**src/rtl/i2c_tgt_pkg.sv**
```systemverilog
package i2c_tgt_pkg;
  localparam int BYTE_W = 8;
  localparam int CNT_W  = $clog2(BYTE_W);

  typedef enum logic [3:0] {
    ST_IDLE,
    ST_DEV,
    ST_DEV_ACK,
    ST_ADDR,
    ST_ADDR_ACK,
    ST_WR,
    ST_WR_ACK,
    ST_RD,
    ST_RD_ACK,
    ST_WAIT
  } tgt_state_e;
endpackage

```
**src/rtl/i2c_bus_sync.sv**
```systemverilog
module i2c_bus_sync #(
  parameter int SYNC_STAGES = 2
) (
  input  logic clk_i,
  input  logic rst_ni,
  input  logic scl_i,
  input  logic sda_i,
  output logic scl_o,
  output logic sda_o,
  output logic scl_rise_o,
  output logic scl_fall_o,
  output logic start_o,
  output logic stop_o
);
  logic [SYNC_STAGES-1:0] scl_ff, sda_ff;
  logic scl_d, sda_d;

  always_ff @(posedge clk_i or negedge rst_ni) begin
    if (!rst_ni) begin
      scl_ff <= '1;
      sda_ff <= '1;
      scl_d  <= 1'b1;
      sda_d  <= 1'b1;
    end else begin
      scl_ff <= {scl_ff[SYNC_STAGES-2:0], scl_i};
      sda_ff <= {sda_ff[SYNC_STAGES-2:0], sda_i};
      scl_d  <= scl_ff[SYNC_STAGES-1];
      sda_d  <= sda_ff[SYNC_STAGES-1];
    end
  end

  assign scl_o      = scl_ff[SYNC_STAGES-1];
  assign sda_o      = sda_ff[SYNC_STAGES-1];
  assign scl_rise_o = !scl_d && scl_o;
  assign scl_fall_o = scl_d && !scl_o;
  // bus conditions: SDA edge while SCL held high
  assign start_o    = scl_d && scl_o && sda_d && !sda_o;
  assign stop_o     = scl_d && scl_o && !sda_d && sda_o;
endmodule

```
**src/rtl/i2c_tgt_fsm.sv**
```systemverilog
module i2c_tgt_fsm
  import i2c_tgt_pkg::*;
#(
  parameter logic [BYTE_W-2:0] DEV_ADDR = 7'h2A
) (
  input  logic              clk_i,
  input  logic              rst_ni,
  input  logic              scl_i,
  input  logic              sda_i,
  input  logic              scl_rise_i,
  input  logic              scl_fall_i,
  input  logic              start_i,
  input  logic              stop_i,
  output logic              sda_oe_o,
  output logic [BYTE_W-1:0] ptr_o,
  output logic [BYTE_W-1:0] wdata_o,
  output logic              we_o,
  input  logic [BYTE_W-1:0] rdata_i
);
  localparam logic [CNT_W-1:0] LAST = CNT_W'(BYTE_W - 1);

  tgt_state_e        state;
  logic [CNT_W-1:0]  cnt;
  logic [BYTE_W-1:0] shreg, txsh, ptr, rx_byte;
  logic              sda_oe, we, rw, mack;

  assign rx_byte = {shreg[BYTE_W-2:0], sda_i};

  always_ff @(posedge clk_i or negedge rst_ni) begin
    if (!rst_ni) begin
      state   <= ST_IDLE;
      cnt     <= '0;
      shreg   <= '0;
      txsh    <= '0;
      ptr     <= '0;
      wdata_o <= '0;
      sda_oe  <= 1'b0;
      we      <= 1'b0;
      rw      <= 1'b0;
      mack    <= 1'b0;
    end else begin
      we <= 1'b0;
      if (we) ptr <= ptr + 1'b1;
      if (stop_i) begin
        state  <= ST_IDLE;
        sda_oe <= 1'b0;
      end else if (start_i) begin
        state  <= ST_DEV;
        cnt    <= '0;
        sda_oe <= 1'b0;
      end else begin
        unique case (state)
          ST_DEV, ST_ADDR, ST_WR: begin
            if (scl_rise_i) begin
              shreg <= rx_byte;
              cnt   <= cnt + 1'b1;
              if (cnt == LAST) begin
                cnt <= '0;
                if (state == ST_DEV) begin
                  if (rx_byte[BYTE_W-1:1] == DEV_ADDR) begin
                    rw    <= rx_byte[0];
                    state <= ST_DEV_ACK;
                  end else begin
                    state <= ST_WAIT;
                  end
                end else if (state == ST_ADDR) begin
                  ptr   <= rx_byte;
                  state <= ST_ADDR_ACK;
                end else begin
                  wdata_o <= rx_byte;
                  we      <= 1'b1;
                  state   <= ST_WR_ACK;
                end
              end
            end
          end
          ST_DEV_ACK, ST_ADDR_ACK, ST_WR_ACK: begin
            // first fall opens the ack slot, second fall closes it
            if (scl_fall_i) begin
              if (!sda_oe) begin
                sda_oe <= 1'b1;
              end else begin
                sda_oe <= 1'b0;
                if (state == ST_DEV_ACK && rw) begin
                  txsh   <= rdata_i;
                  sda_oe <= !rdata_i[BYTE_W-1];
                  cnt    <= '0;
                  state  <= ST_RD;
                end else if (state == ST_DEV_ACK) begin
                  state <= ST_ADDR;
                end else begin
                  state <= ST_WR;
                end
              end
            end
          end
          ST_RD: begin
            if (scl_fall_i) begin
              if (cnt == LAST) begin
                sda_oe <= 1'b0;
                ptr    <= ptr + 1'b1;
                cnt    <= '0;
                state  <= ST_RD_ACK;
              end else begin
                txsh   <= txsh << 1;
                sda_oe <= !txsh[BYTE_W-2];
                cnt    <= cnt + 1'b1;
              end
            end
          end
          ST_RD_ACK: begin
            if (scl_rise_i) mack <= !sda_i;
            if (scl_fall_i) begin
              if (mack) begin
                txsh   <= rdata_i;
                sda_oe <= !rdata_i[BYTE_W-1];
                cnt    <= '0;
                state  <= ST_RD;
              end else begin
                state <= ST_WAIT;
              end
            end
          end
          default: ;
        endcase
      end
    end
  end

  assign sda_oe_o = sda_oe;
  assign ptr_o    = ptr;
  assign we_o     = we;

  a_r10_oe_scl_low: assert property (@(posedge clk_i) disable iff (!rst_ni)
    !$stable(sda_oe) |-> !$past(scl_i));
  a_r4_we_single: assert property (@(posedge clk_i) disable iff (!rst_ni)
    we |=> !we);
  a_r5_ptr_step: assert property (@(posedge clk_i) disable iff (!rst_ni)
    we |=> (ptr == $past(ptr) + 8'd1));
  a_r2_wait_quiet: assert property (@(posedge clk_i) disable iff (!rst_ni)
    (state == ST_WAIT) |-> (!sda_oe && !we));
  a_r9_nack_release: assert property (@(posedge clk_i) disable iff (!rst_ni)
    (state == ST_RD_ACK && scl_fall_i && !mack && !start_i && !stop_i)
      |=> (state == ST_WAIT && !sda_oe));
endmodule

```
**src/rtl/i2c_reg_target.sv**
```systemverilog
module i2c_reg_target
  import i2c_tgt_pkg::*;
#(
  parameter logic [BYTE_W-2:0] DEV_ADDR    = 7'h2A,
  parameter int                SYNC_STAGES = 2
) (
  input  logic              clk_i,
  input  logic              rst_ni,
  input  logic              scl_i,
  input  logic              sda_i,
  output logic              sda_oe_o,
  output logic [BYTE_W-1:0] reg_addr_o,
  output logic [BYTE_W-1:0] reg_wdata_o,
  output logic              reg_we_o,
  input  logic [BYTE_W-1:0] reg_rdata_i
);
  logic scl_s, sda_s, scl_rise, scl_fall, bus_start, bus_stop;

  i2c_bus_sync #(.SYNC_STAGES(SYNC_STAGES)) u_sync (
    .clk_i      (clk_i),
    .rst_ni     (rst_ni),
    .scl_i      (scl_i),
    .sda_i      (sda_i),
    .scl_o      (scl_s),
    .sda_o      (sda_s),
    .scl_rise_o (scl_rise),
    .scl_fall_o (scl_fall),
    .start_o    (bus_start),
    .stop_o     (bus_stop)
  );

  i2c_tgt_fsm #(.DEV_ADDR(DEV_ADDR)) u_fsm (
    .clk_i      (clk_i),
    .rst_ni     (rst_ni),
    .scl_i      (scl_s),
    .sda_i      (sda_s),
    .scl_rise_i (scl_rise),
    .scl_fall_i (scl_fall),
    .start_i    (bus_start),
    .stop_i     (bus_stop),
    .sda_oe_o   (sda_oe_o),
    .ptr_o      (reg_addr_o),
    .wdata_o    (reg_wdata_o),
    .we_o       (reg_we_o),
    .rdata_i    (reg_rdata_i)
  );
endmodule

```
**config.mk**
```make
export PLATFORM = sky130hd
export DESIGN_NAME = i2c_reg_target
export DESIGN_NICKNAME = d
export VERILOG_FILES = /design/src/rtl/i2c_tgt_pkg.sv /design/src/rtl/i2c_bus_sync.sv /design/src/rtl/i2c_tgt_fsm.sv /design/src/rtl/i2c_reg_target.sv
export SDC_FILE = /design/constraint.sdc
export NUM_CORES = 1
export LEC_CHECK = 0
export BUFFER_PORTS_ARGS = -buffer_cell sky130_fd_sc_hd__clkbuf_2
export CAP_MARGIN = 10
export CORE_MARGIN = 4
export CORE_UTILIZATION = 63
export DETAILED_ROUTE_END_ITERATION = 6
export GPL_ROUTABILITY_DRIVEN = 1
export PLACE_DENSITY = 0.85
export SYNTH_ARGS = -nofsm -noshare
export SYNTH_HDL_FRONTEND = slang
export SYNTH_SLANG_ARGS = --single-unit
```
**constraint.sdc**
```tcl
create_clock -name clk_i -period 4.2 [get_ports clk_i]
set_input_delay 0.21 -clock clk_i [delete_from_list [all_inputs] [get_ports clk_i]]
set_output_delay 0.21 -clock clk_i [all_outputs]
set_load 0.1 [all_outputs]
```
==> impl_metrics.ini <==
[logic_synthesis]
synth_edf_count = 0
synth_top_flop_cell = dfrtp_1
synth_area_leaders = dfrtp_1 38%, nand2_1 7.3%, mux2_2 7.1%
ys_ff_latch = 47
synth.cell_area_um2 = 2680
syn_nets = 297
yosys_warnings = 0
yosysSeqAreaShare_pct = 44.2
synth_area_per_cell_um2 = 9.50
synthCells = 282
asyncSetResetFlopFracSynth_pct = 100
yosys.area.top_type_share_pct = 38.3
synth_cell_type_count = 57
yosysTopAreaCell = dfrtp_1

[setup_path]
cp_max_fo = 21
cp-end-kind = register
reg2reg_slack_ns = 1.66
arrival_ns = 2.73
rr_worst_depth = 5
r2r-end = u_fsm.txsh[3]
path_class = register to register
r2r_start = u_fsm.state[3]
critPathLaunchType = register
cp.required_ns = 4.39

[timing]
fmax_ghz = 0.394
setup_slack_ns = 1.66
setup_violations = 0
period_minus_slack_ns = 2.54
relSlewSlack_pct = 61.0
fin_skew_ns = 0.0167
final.setup.tns_ns = 0
timing.hold.ws_ns = 0.128
finalMaxSlewViolations = 0
worst_slew_pin_slew_ns = 0.585
finalHoldViolCount = 0
min_period_over_period_pct = 60.4
rsz0062_at_grt = no

[route]
post_drt_wl_per_cell_um = 15.8
drtIter0Drc = 180
drt_first_pass_iters = 5
drc = 0
num_vias = 2225
vias_per_cell = 6.23
ant_nets = 0
wirelength_um = 5640

[hold_path]
min_to = u_fsm.txsh[0]
min_from = reg_rdata_i[0]
holdPathStages = 3
hold_path_class = input port to register

[cells_and_area]
syn_to_final_growth_pct = 11.1
nets = 321
multiInputGateArea_um2 = 1410
final.fill_count = 293
regArea_um2 = 1180
final_cell_mix = 52 x nand2_1, 41 x dfrtp_1, 29 x clkbuf_2
antenna_cells = 0
drive_gt1_share_pct = 22.1
final_common_cell = nand2_1

[floorplan]
die_width_um = 73.2
rows = 23
dieHeight_um = 73.2
dieArea_um2 = 5360
initial_utilization_pct = 66.0
core_area_um2 = 4060
io-pin-count = 30

[clocking]
cts_tree = built
clk_latency_ns = 0.31
holdBufCountCts = 3
cts.clk_slew.worst_paths_ns = 0.09
clockRootBuffer = clkbuf_8
cts_buffer_depth = 2
numCtsBuffers = 5
clock_sinks = 47
cts_setup_buffers = 0
cts.repair.resized = 0
htreeDepth = 2

[global_route]
grt_max_degree = 48
grt-ovfl-total = 0
grt_pass1_wl_um = 10000
antenna_found_initial = 0
grt_pass1_vias = 2203
grt_usage_pct = 23.8

[power]
peakVddDrop_mv = 0.305
p_leak_nw = 1.40
power_density_nw_per_um2 = 512

[placement]
pre_cts_slack_ns = 1.70
place_hpwl_um = 3930
port_buffers = 29
gp_congestion = 0.929

[run]
cap_violations = 0

[run_status]
run_status = finished, final reports clean
==> worst max-delay path, cell delays in order (launching register included) <==
cell	delay, ns
dfrtp_1	0.72
or4b_1	0.60
o311a_4	0.19
nor3_1	0.18
nand4_1	0.34
mux2_2	0.39
==> registers in the layout, summed over array words and instances, names as in the netlist <==
register	flops
u_fsm.cnt	3
u_fsm.mack	1
u_fsm.ptr_o	8
u_fsm.rw	1
u_fsm.sda_oe_o	1
u_fsm.shreg	7
u_fsm.state	4
u_fsm.txsh	7
u_fsm.wdata_o	8
u_fsm.we_o	1
u_sync.scl_d	1
u_sync.scl_ff	2
u_sync.sda_d	1
u_sync.sda_ff	2
==> cell type report <==
class	instances	share of cell area (%)
multi-input combinational	213	47.4
clock buffer	5	2.31
tap	50	2.10
inverter	6	0.756
timing repair buffer	33	6.13
clock inverter	3	1.55
sequential	47	39.7
==> report_power, final <==
group	internal, mW	switching (mW)	total, mW
clock network	0.179	0.158	0.337
registers	0.545	0.127	0.671
logic	0.216	0.302	0.518
total	0.940	0.586	1.53
==> synthesized netlist by cell type (2+ instances only) <==
cell type,count
a2bb2oi_1,2
nor3_1,4
o31ai_1,2
ha_1,3
clkbuf_1,13
o22ai_1,3
o211ai_1,3
xnor2_1,4
nand4b_1,3
or4_1,2
o221ai_1,5
dfstp_2,6
a22o_1,3
and3_1,3
a21o_1,4
o21ai_0,13
nand3_1,4
a21oi_1,7
nand2b_1,4
dfrtp_1,41
nor2_1,15
nor2b_1,5
nand4_1,7
o32ai_1,2
a31oi_1,2
o2111ai_1,2
mux2i_1,6
xor2_1,12
buf_2,2
mux2_2,17
inv_1,6
nand2_1,52
==> metrics by stage <==
step | total power [mW] | cells | instance area [µm²] | util [%]
after floorplan | 1.05 | 282 | 2680 | -
after global placement | 1.16 | 346 | 2830 | 69.8
after detailed placement | 1.18 | 346 | 2830 | 69.8
after CTS | 1.52 | 357 | 2980 | 73.4
after global routing | 1.63 | 357 | 2980 | 73.4
final | 1.53 | 357 | 2980 | 73.4
==> cell families (layout without fill, tap and decap cells) <==
logic type | after synthesis | after routing | synth area share (%)
buffers and inverters | 22 | 47 | 3.17
xor gates and xnor gates | 16 | 16 | 5.23
and+or+nand+nor | 113 | 113 | 21.1
muxes | 23 | 23 | 9.38
DFF | 47 | 47 | 44.2
adders and majority gates | 3 | 3 | 1.40
AOI/OAI and AO/OA | 58 | 58 | 15.6
==> worst max-delay path by stage <==
stage                   start             end  slack [ns]
6_report       u_fsm.state[3]   u_fsm.txsh[3]        1.66
4_1_cts        u_fsm.state[3]   u_fsm.txsh[5]        1.68
3_5_place_dp   u_fsm.state[3]   u_fsm.txsh[5]        1.70
3_3_place_gp   u_fsm.state[3]   u_fsm.txsh[6]        1.74
2_1_floorplan  u_fsm.ptr_o[4]  u_fsm.ptr_o[7]        2.02
5_1_grt        u_fsm.state[3]   u_fsm.txsh[5]        1.48
==> layer usage <==
layer	vias to the layer above	wire (µm)	GRT usage, %
met3	11	374	5.51
met4	0	87	8.81
li1	1062	-	-
met2	97	2610	37.4
met1	1055	2570	32.0
met5	-	0	0
No activity file was read; power rests on OpenSTA's default activity.
